`src/rtl/afr_pkg.sv`:
```
package afr_pkg;
  typedef enum logic [2:0] {
    ST_GAP,
    ST_IDLE,
    ST_SETTLE,
    ST_WAIT_EOC,
    ST_WAIT_EDGE,
    ST_SHIFT
  } afr_state_e;

  typedef enum logic [1:0] {
    EV_NONE,
    EV_FRAME,
    EV_PEEK,
    EV_TIMEOUT
  } afr_event_e;
endpackage

```
`src/rtl/afr_sync.sv`:
```
module afr_sync #(
  parameter int W      = 2,
  parameter int STAGES = 2
) (
  input  logic         clk,
  input  logic         rst,
  input  logic [W-1:0] d_i,
  output logic [W-1:0] q_o
);
  logic [W-1:0] stg_q [STAGES];

  always_ff @(posedge clk) begin
    if (rst) begin
      for (int s = 0; s < STAGES; s++) stg_q[s] <= '1;
    end else begin
      stg_q[0] <= d_i;
      for (int s = 1; s < STAGES; s++) stg_q[s] <= stg_q[s-1];
    end
  end

  assign q_o = stg_q[STAGES-1];
endmodule

```
`src/rtl/afr_capture.sv`:
```
module afr_capture #(
  parameter int FRAME_BITS = 32
) (
  input  logic                  clk,
  input  logic                  rst,
  input  logic                  clr_i,
  input  logic                  en_i,
  input  logic                  sck_s_i,
  input  logic                  bit_i,
  output logic                  rise_o,
  output logic                  done_o,
  output logic [FRAME_BITS-1:0] word_o
);
  localparam int CNT_W = $clog2(FRAME_BITS + 1);
  localparam logic [CNT_W-1:0] LAST = CNT_W'(FRAME_BITS - 1);
  localparam logic [CNT_W-1:0] ONE  = CNT_W'(1);

  logic                  sck_d_q;
  logic [CNT_W-1:0]      cnt_q;
  logic [FRAME_BITS-1:0] shreg_q;
  logic                  take;

  assign rise_o = sck_s_i & ~sck_d_q;
  assign take   = rise_o & en_i;
  assign done_o = take && (cnt_q == LAST);
  assign word_o = {shreg_q[FRAME_BITS-2:0], bit_i};

  always_ff @(posedge clk) begin
    if (rst) begin
      sck_d_q <= 1'b1;
      cnt_q   <= '0;
      shreg_q <= '0;
    end else begin
      sck_d_q <= sck_s_i;
      if (clr_i) begin
        cnt_q   <= '0;
        shreg_q <= '0;
      end else if (take) begin
        shreg_q <= word_o;
        cnt_q   <= cnt_q + ONE;
      end
    end
  end
endmodule

```
`src/rtl/afr_ctrl.sv`:
```
module afr_ctrl
  import afr_pkg::*;
#(
  parameter int TMR_W      = 16,
  parameter int SETTLE_CYC = 4
) (
  input  logic             clk,
  input  logic             rst,
  input  logic             start_i,
  input  logic             peek_i,
  input  logic             abort_i,
  input  logic             flag_s_i,
  input  logic             sck_rise_i,
  input  logic             frame_done_i,
  input  logic [TMR_W-1:0] to_limit_i,
  input  logic [TMR_W-1:0] gap_limit_i,
  output logic             cs_n_o,
  output logic             shift_en_o,
  output logic             cap_clr_o,
  output logic             peek_done_o,
  output logic             peek_ready_o,
  output logic             timeout_o
);
  localparam logic [TMR_W-1:0] SETTLE_LAST = TMR_W'(SETTLE_CYC - 1);
  localparam logic [TMR_W-1:0] ONE         = TMR_W'(1);

  afr_state_e       state_q;
  logic [TMR_W-1:0] tmr_q;
  logic             peek_q;

  assign shift_en_o = (state_q == ST_WAIT_EDGE) || (state_q == ST_SHIFT);
  assign cap_clr_o  = (state_q == ST_IDLE);

  always_ff @(posedge clk) begin
    if (rst) begin
      state_q      <= ST_GAP;
      tmr_q        <= '0;
      peek_q       <= 1'b0;
      cs_n_o       <= 1'b1;
      peek_done_o  <= 1'b0;
      peek_ready_o <= 1'b0;
      timeout_o    <= 1'b0;
    end else begin
      peek_done_o <= 1'b0;
      timeout_o   <= 1'b0;
      case (state_q)
        ST_GAP: begin
          cs_n_o <= 1'b1;
          if (tmr_q >= gap_limit_i) begin
            state_q <= ST_IDLE;
            tmr_q   <= '0;
          end else begin
            tmr_q <= tmr_q + ONE;
          end
        end
        ST_IDLE: begin
          if (start_i) begin
            cs_n_o  <= 1'b0;
            peek_q  <= peek_i;
            state_q <= ST_SETTLE;
            tmr_q   <= '0;
          end
        end
        ST_SETTLE: begin
          if (abort_i) begin
            cs_n_o  <= 1'b1;
            state_q <= ST_GAP;
            tmr_q   <= '0;
          end else if (tmr_q == SETTLE_LAST) begin
            tmr_q <= '0;
            if (peek_q) begin
              peek_done_o  <= 1'b1;
              peek_ready_o <= ~flag_s_i;
              cs_n_o       <= 1'b1;
              state_q      <= ST_GAP;
            end else if (flag_s_i) begin
              state_q <= ST_WAIT_EOC;
            end else begin
              state_q <= ST_WAIT_EDGE;
            end
          end else begin
            tmr_q <= tmr_q + ONE;
          end
        end
        ST_WAIT_EOC: begin
          if (abort_i) begin
            cs_n_o  <= 1'b1;
            state_q <= ST_GAP;
            tmr_q   <= '0;
          end else if (!flag_s_i) begin
            state_q <= ST_WAIT_EDGE;
            tmr_q   <= '0;
          end
        end
        ST_WAIT_EDGE: begin
          if (abort_i) begin
            cs_n_o  <= 1'b1;
            state_q <= ST_GAP;
            tmr_q   <= '0;
          end else if (sck_rise_i) begin
            state_q <= ST_SHIFT;
            tmr_q   <= '0;
          end else if (tmr_q == to_limit_i) begin
            timeout_o <= 1'b1;
            cs_n_o    <= 1'b1;
            state_q   <= ST_GAP;
            tmr_q     <= '0;
          end else begin
            tmr_q <= tmr_q + ONE;
          end
        end
        ST_SHIFT: begin
          if (frame_done_i) begin
            cs_n_o  <= 1'b1;
            state_q <= ST_GAP;
            tmr_q   <= '0;
          end else if (sck_rise_i) begin
            tmr_q <= '0;
          end else if (tmr_q == to_limit_i) begin
            timeout_o <= 1'b1;
            cs_n_o    <= 1'b1;
            state_q   <= ST_GAP;
            tmr_q     <= '0;
          end else begin
            tmr_q <= tmr_q + ONE;
          end
        end
        default: begin
          cs_n_o  <= 1'b1;
          state_q <= ST_GAP;
          tmr_q   <= '0;
        end
      endcase
    end
  end
endmodule

```
`src/rtl/adc_frame_reader.sv`:
```
module adc_frame_reader #(
  parameter int FRAME_BITS  = 32,
  parameter int TMR_W       = 16,
  parameter int SYNC_STAGES = 2,
  parameter int SETTLE_CYC  = 4
) (
  input  logic                  clk,
  input  logic                  rst,
  input  logic                  start_i,
  input  logic                  peek_i,
  input  logic                  abort_i,
  input  logic [TMR_W-1:0]      to_limit_i,
  input  logic [TMR_W-1:0]      gap_limit_i,
  input  logic                  sck_i,
  input  logic                  sdo_i,
  output logic                  cs_n_o,
  output logic                  sck_oe_o,
  output logic [FRAME_BITS-1:0] frame_o,
  output logic                  frame_valid_o,
  output logic                  peek_done_o,
  output logic                  peek_ready_o,
  output logic                  timeout_o
);
  logic [1:0]            sync_q;
  logic                  sck_s;
  logic                  sdo_s;
  logic                  sck_rise;
  logic                  frame_done;
  logic                  shift_en;
  logic                  cap_clr;
  logic [FRAME_BITS-1:0] word_next;

  assign sck_oe_o = 1'b0;

  afr_sync #(.W(2), .STAGES(SYNC_STAGES)) sync_i (
    .clk (clk),
    .rst (rst),
    .d_i ({sck_i, sdo_i}),
    .q_o (sync_q)
  );
  assign sck_s = sync_q[1];
  assign sdo_s = sync_q[0];

  afr_capture #(.FRAME_BITS(FRAME_BITS)) cap_i (
    .clk     (clk),
    .rst     (rst),
    .clr_i   (cap_clr),
    .en_i    (shift_en),
    .sck_s_i (sck_s),
    .bit_i   (sdo_s),
    .rise_o  (sck_rise),
    .done_o  (frame_done),
    .word_o  (word_next)
  );

  afr_ctrl #(.TMR_W(TMR_W), .SETTLE_CYC(SETTLE_CYC)) ctrl_i (
    .clk          (clk),
    .rst          (rst),
    .start_i      (start_i),
    .peek_i       (peek_i),
    .abort_i      (abort_i),
    .flag_s_i     (sdo_s),
    .sck_rise_i   (sck_rise),
    .frame_done_i (frame_done),
    .to_limit_i   (to_limit_i),
    .gap_limit_i  (gap_limit_i),
    .cs_n_o       (cs_n_o),
    .shift_en_o   (shift_en),
    .cap_clr_o    (cap_clr),
    .peek_done_o  (peek_done_o),
    .peek_ready_o (peek_ready_o),
    .timeout_o    (timeout_o)
  );

  always_ff @(posedge clk) begin
    if (rst) begin
      frame_o       <= '0;
      frame_valid_o <= 1'b0;
    end else begin
      frame_valid_o <= frame_done;
      if (frame_done) frame_o <= word_next;
    end
  end
endmodule

```
`config.mk`:
```
export PLATFORM = sky130hd
export DESIGN_NAME = adc_frame_reader
export DESIGN_NICKNAME = d
export VERILOG_FILES = /design/src/rtl/afr_pkg.sv /design/src/rtl/afr_sync.sv /design/src/rtl/afr_capture.sv /design/src/rtl/afr_ctrl.sv /design/src/rtl/adc_frame_reader.sv
export SDC_FILE = /design/constraint.sdc
export NUM_CORES = 1
export LEC_CHECK = 0
export ABC_AREA = 1
export BUFFER_PORTS_ARGS = -buffer_cell sky130_fd_sc_hd__buf_4
export CORE_ASPECT_RATIO = 1.5
export CORE_MARGIN = 4
export CORE_UTILIZATION = 50
export DETAILED_ROUTE_END_ITERATION = 6
export GPL_TIMING_DRIVEN = 0
export MAX_ROUTING_LAYER = met4
export PLACE_DENSITY = 0.82
export SLEW_MARGIN = 10
export SYNTH_ARGS = -nofsm -noshare
export SYNTH_HDL_FRONTEND = slang
export SYNTH_SLANG_ARGS = --single-unit
export TNS_END_PERCENT = 10
```
`constraint.sdc`:
```
create_clock -name clk -period 2.5 [get_ports clk]
set_input_delay 0.125 -clock clk [delete_from_list [all_inputs] [get_ports clk]]
set_output_delay 0.125 -clock clk [all_outputs]
set_load 0.05 [all_outputs]
```
==> results of run 1 <==
logic make-up (layout without fill, tap and decap cells):
family | after synthesis | count (layout) | share of synthesized area
other | 1 | 1 | 0.000781
and+or+nand+nor | 311 | 311 | 0.288
DFF | 99 | 99 | 0.413
adders and majority gates | 18 | 18 | 0.0469
buffers and inverters | 98 | 190 | 0.0829
AOI/OAI and AO/OA | 121 | 121 | 0.130
xor gates and xnor gates | 21 | 21 | 0.0383
cells in the final DEF, fill, tap and decap left out, types with 16 or more instances in the layout:
master	synthesis	final
nand2_1	176	176
a21oi_1	100	100
dfxtp_1	99	99
buf_4	5	80
inv_1	65	65
nand3_1	57	57
nor2_1	33	33
clkbuf_1	18	20
ha_1	18	18
xnor2_1	16	16
worst max-delay path, cell delays in order (launching register included):
cell,delay (ns)
dfxtp_1,0.46
ha_1,0.30
nand2_1,0.07
inv_1,0.03
o21ai_0,0.29
nand4_1,0.14
nor2_1,0.12
nand2_1,0.07
nand2_2,0.10
inv_2,0.06
nand2_4,0.09
buf_6,0.14
nand2_1,0.06
a21oi_1,0.12
per-layer routing:
| metal | vias to the layer above | share of wire | GRT usage |
|---|---|---|---|
| li1 | 2344 | - | - |
| met1 | 2164 | 0.38 | 0.241 |
| met2 | 162 | 0.54 | 0.415 |
| met3 | 32 | 0.051 | 0.0424 |
| met4 | 0 | 0.030 | 0.0939 |
| met5 | - | 0 | - |
timing repair:
item,CTS,global route
endpoints found under the hold margin,2,0
gates resized for setup,0,0
hold buffers,2,0
state kept, by name, summed over array words and instances, names as in the netlist:
register             flops
ctrl_i.tmr_q            16
frame_valid_o            1
ctrl_i.timeout_o         1
cap_i.cnt_q              6
ctrl_i.peek_done_o       1
cap_i.shreg_q           31
ctrl_i.peek_q            1
sync_i.stg_q             4
ctrl_i.cs_n_o            1
ctrl_i.state_q           3
frame_o                 32
cap_i.sck_d_q            1
ctrl_i.peek_ready_o      1
power by group:
group          internal [mW]  leakage (nW)  total [mW]  switching (mW)
sequential              1.58         0.799        1.59         0.00863
clock                  0.692         0.132        1.26           0.568
combinational         0.0830          1.48       0.171          0.0883
total                   2.36          2.41        3.02           0.665
area by class of cell:
type / instances / share of cell area
Multi-Input combinational cell: 472 / 0.418
Sequential cell: 99 / 0.343
Timing Repair Buffer: 77 / 0.101
Inverter: 69 / 0.0448
Clock buffer: 12 / 0.0426
Tap cell: 112 / 0.0242
Buffer: 29 / 0.0240
Clock inverter: 3 / 0.00260
final timing paths:
path | from | end | slack [ns] | cells after the start
max reg2reg | ctrl_i.tmr_q[13] | ctrl_i.tmr_q[9] | 0.38 | 13
min | start_i | ctrl_i.peek_q | 0.08 | 3
max | ctrl_i.tmr_q[13] | ctrl_i.tmr_q[9] | 0.38 | 13
min reg2reg | sync_i.stg_q[0][1] | sync_i.stg_q[0][3] | 0.42 | 1
==> flow_summary_export.csv, run 1 <==
group,metric,value,unit
status,status,"complete, but fails checks",
status,violations,"DRC",
timing,max_freq,471,MHz
timing,whs,0.0755,ns
drt,drc_errors,2,
power_and_ir_drop,p_leak,2.41,nW
logic_synthesis,postSynth.asyncResetShare,0,
power_and_ir_drop,p_total,3.02,mW
critical_path,critical_path_arrival,2.40,ns
timing,finalCritPeriodShare,0.849,
layout,fillers,826,
critical_path,critical_path_class,"flop to flop",
drt,wire_per_inst,13.9,µm
logic_synthesis,seq_area_frac_synth,0.413,
floorplan,coreArea,0.00931,mm²
timing,setup_viol,0,
clocking,cts_num_sinks,99,
logic_synthesis,synth_flop_cell,"dfxtp_1",
floorplan,ios,77,
place,gp_congestion,0.977,
timing,min_period,2.12,ns
timing,finalWorstSetupSlack,0.378,ns
place,dp.final_hpwl,9330,µm
run,drv_cap,0,
floorplan,die_area,0.0113,mm²
layout,diodes,0,
critical_path,worst-path-max-fanout,10,
global_route,grt_pass1_vias,4576,
floorplan,die_w,88.0,µm
logic_synthesis,syn-num-nets,726,
drt,vias,4702,
layout,design_area,0.00579,mm²
layout,nets,814,
clocking,cts_tree,"done",
clocking,clock_latency,0.35,ns
layout,final_cells,873,
place,placed_cells,856,
clocking,post_cts_buffers,0,
logic_synthesis,yosys.area.top_type,"dfxtp_1",
logic_synthesis,yosys_warnings,0,
timing,rsz0062_at_grt,"no",
drt,routed_wl,12100,µm
hold_path,hold_class,"input port to flop",
layout,finalCoreUtilization,0.622,
clocking,cts-root-buf,"clkbuf_16",
logic_synthesis,synth_cell_types,37,
layout,drive_gt1_frac,0.163,
global_route,grt_max_degree,15,
logic_synthesis,syn_avg_cell_area,7.18,µm²
logic_synthesis,syn_inst,669,
clocking,cts_buffers,9,
critical_path,end_kind,"flop",
logic_synthesis,synth.top_cells.by_count,"nand2_1, a21oi_1, dfxtp_1, inv_1, nand3_1",
place,post-place-ws,0.418,ns
power_and_ir_drop,power_density,523,mW/mm²
drt,antenna_left,0,
clocking,clk_path_buf_depth,2,
timing,tns,0,ns
timing,report.final.slew_viol_count,0,
global_route,grt_pass1_wl,20100,µm
drt,vias_per_cell,5.39,
timing,worst_pin_slew,0.591,ns
timing,relSlewSlack,0.606,
layout,seq_area,0.00198,mm²
clocking,cts_max_level,3,
timing,fin_worst_skew,0.00746,ns
layout,area_growth,20.5,%
logic_synthesis,synth_top_area_share,0.413,
global_route,gr-usage-all-layers,0.230,
floorplan,start_util,0.516,
floorplan,fp.dieH,128,µm
place,post_dp_cell_area,0.00550,mm²
logic_synthesis,netlist_top_cells_area,"dfxtp_1, nand2_1, a21oi_1, nand3_1, inv_1",
critical_path,required,2.77,ns
power_and_ir_drop,ir_worst_vdd,0.000480,V
logic_synthesis,synth_area,0.00480,mm²
global_route,grt-ovfl-total,0,
drt,drt_first_iter_violations,371,
critical_path,crit_path_start_kind,"flop",
logic_synthesis,post-synth-top-count-cell,"nand2_1",
logic_synthesis,synth_edf_count,0,
layout,multiInputGateArea,0.00242,mm²
floorplan,placement_rows,43,
clocking,clk_pin_slew,0.07,ns
drt,firstDrtPassIters,7,
place,port_buffers,75,
timing,hold_viol_final,0,
global_route,antenna_found_initial,0,
logic_synthesis,synth_seq_cells,99,
No activity file was read; power rests on OpenSTA's default activity.
==> run 2, diff against run 1 <==
Settings changed: PLACE_DENSITY 0.82 to 0.85.
Clock period 2.5 ns to 1.9 ns, I/O delays scaled along.
==> flow_summary_export.csv, run 2 (synthesis gave the netlist of run 1 again) <==
group,metric,value,unit
status,status,"complete, but fails checks",
status,violations,"setup timing",
global_route,grt_max_degree,16,
floorplan,coreArea,0.00931,mm²
clocking,clock_latency,0.35,ns
critical_path,end_kind,"flop",
critical_path,critical_path_class,"flop to flop",
drt,antenna_left,0,
timing,hold_viol_final,0,
layout,nets,826,
timing,tns,-0.116,ns
timing,relSlewSlack,0.492,
place,dp.final_hpwl,9460,µm
floorplan,start_util,0.516,
power_and_ir_drop,power_density,685,mW/mm²
place,gp_congestion,0.901,
timing,report.final.slew_viol_count,0,
power_and_ir_drop,power_frac_comb,0.063,
drt,drc_errors,0,
layout,largest_register_ffs,32,
clocking,cts_buffers,9,
floorplan,die_area,0.0113,mm²
drt,routed_wl,13100,µm
clocking,cts_tree,"done",
layout,top_register,"frame_o",
global_route,grt-ovfl-total,0,
clocking,clk_pin_slew,0.07,ns
drt,vias_per_cell,5.46,
critical_path,required,2.10,ns
power_and_ir_drop,swShare,0.215,
layout,seq_area,0.00201,mm²
layout,fillers,777,
place,port_buffers,75,
floorplan,fp.dieH,128,µm
global_route,grt_pass1_wl,20200,µm
clocking,cts_num_sinks,99,
power_and_ir_drop,p_leak,2.55,nW
critical_path,worst-path-max-fanout,6,
clocking,cts_max_level,3,
layout,diodes,0,
layout,largestRegisters,"frame_o: 32 flops, cap_i.shreg_q: 31 flops, ctrl_i.tmr_q: 16 flops",
power_and_ir_drop,p_switching,0.915,mW
floorplan,ios,77,
timing,fin_worst_skew,0.00961,ns
global_route,antenna_found_initial,0,
timing,worst_pin_slew,0.762,ns
run,drv_cap,0,
place,post_dp_cell_area,0.00550,mm²
power_and_ir_drop,p_total,4.25,mW
layout,layout_commonest_cell,"nand2_1",
drt,drt_first_iter_violations,344,
timing,finalCritPeriodShare,1.02,
drt,wire_per_inst,14.8,µm
timing,min_period,1.93,ns
drt,firstDrtPassIters,7,
timing,setup_viol,6,
floorplan,die_w,88.0,µm
hold_path,hold_class,"input port to flop",
critical_path,crit_path_start_kind,"flop",
critical_path,critical_path_arrival,2.14,ns
power_and_ir_drop,ir_worst_vdd,0.000566,V
timing,rsz0062_at_grt,"yes",
power_and_ir_drop,p_seq_frac,0.493,
power_and_ir_drop,p_clk_frac,0.444,
floorplan,placement_rows,43,
clocking,cts-root-buf,"clkbuf_16",
layout,final_cell_mix,"nand2_1, buf_4, a21oi_1",
power_and_ir_drop,p_int,3.34,mW
timing,finalWorstSetupSlack,-0.0337,ns
timing,max_freq,517,MHz
layout,drive_gt1_frac,0.249,
drt,vias,4840,
global_route,grt_pass1_vias,4529,
layout,area_growth,29.3,%
clocking,clk_path_buf_depth,2,
layout,design_area,0.00621,mm²
global_route,gr-usage-all-layers,0.234,
layout,multiInputGateArea,0.00265,mm²
-- run 2: changes by cell type in the layout (fill, tap and decap cells not counted), sizes merged --
cell / delta
buf: +11
bufinv: +1
clkbuf: +1
clkinv: -1
clkinvlp: +1
-- run 2: path summary, 6_finish.rpt --
path | from | endpoint | slack [ns] | cells past startpoint
worst min-delay path | abort_i | ctrl_i.timeout_o | 0.05 | 4
worst max register to register | ctrl_i.tmr_q[14] | ctrl_i.tmr_q[11] | -0.03 | 13
worst max-delay path | ctrl_i.tmr_q[14] | ctrl_i.tmr_q[11] | -0.03 | 13
worst min register to register | sync_i.stg_q[0][0] | sync_i.stg_q[0][2] | 0.43 | 1
-- run 2: critical path: stages (launching register included) --
cell,delay [ns]
dfxtp_1,0.37
ha_1,0.30
nand2_1,0.04
inv_1,0.08
nand3_2,0.11
nor2_1,0.17
nand2_1,0.09
nand2_1,0.09
nand2_2,0.08
inv_2,0.08
nand2_4,0.08
buf_8,0.14
nand2_1,0.07
a21oi_1,0.07
-- run 2: repair_timing --
item / 4_1_cts / 5_1_grt
buffers inserted: 1 / 10
cloned: 0 / 1
hold endpoints to repair: 2 / 0
endpoints found under the setup margin: 19 / 43
pin swaps: 0 / 10
hold buffers: 2 / 0
resized for setup: 9 / 68
-- run 2: layout make-up --
type                            count  share of cell area
Multi-Input combinational cell    472               0.426
Sequential cell                    99               0.324
Timing Repair Buffer               89               0.111
Clock buffer                       12              0.0429
Inverter                           69              0.0421
Buffer                             29              0.0236
Tap cell                          112              0.0226
Clock inverter                      4             0.00766
-- run 2: through the flow --
| stage | instances | hold slack [ns] | utilization | worst slack [ns] |
|---|---|---|---|---|
| 6_report | 886 | 0.0510 | 0.667 | -0.0337 |
| 5_1_grt | 886 | 0.0690 | 0.667 | -0.127 |
| 4_1_cts | 875 | 0.0534 | 0.630 | -0.0144 |
| 3_5_place_dp | 856 | 0.283 | 0.591 | -0.201 |
| 3_3_place_gp | 856 | 0.283 | 0.591 | -0.160 |
| 2_1_floorplan | 669 | 0.199 | - | 0.243 |
-- run 2: per-layer routing --
layer	GRT usage	up-vias	part of all wire
met2	0.433	148	0.57
li1	-	2374	-
met3	0.0379	34	0.047
met5	-	-	0
met1	0.236	2284	0.36
met4	0.0994	0	0.027
-- run 2: power by group through the flow --
stage               Clock, mW  Sequential [mW]  Combinational (mW)
floorplan                   0             2.14               0.123
global placement            0             2.14               0.211
detailed placement          0             2.14               0.222
CTS                      1.90             2.10               0.229
global route             1.99             2.10               0.295
finish                   1.89             2.10               0.266
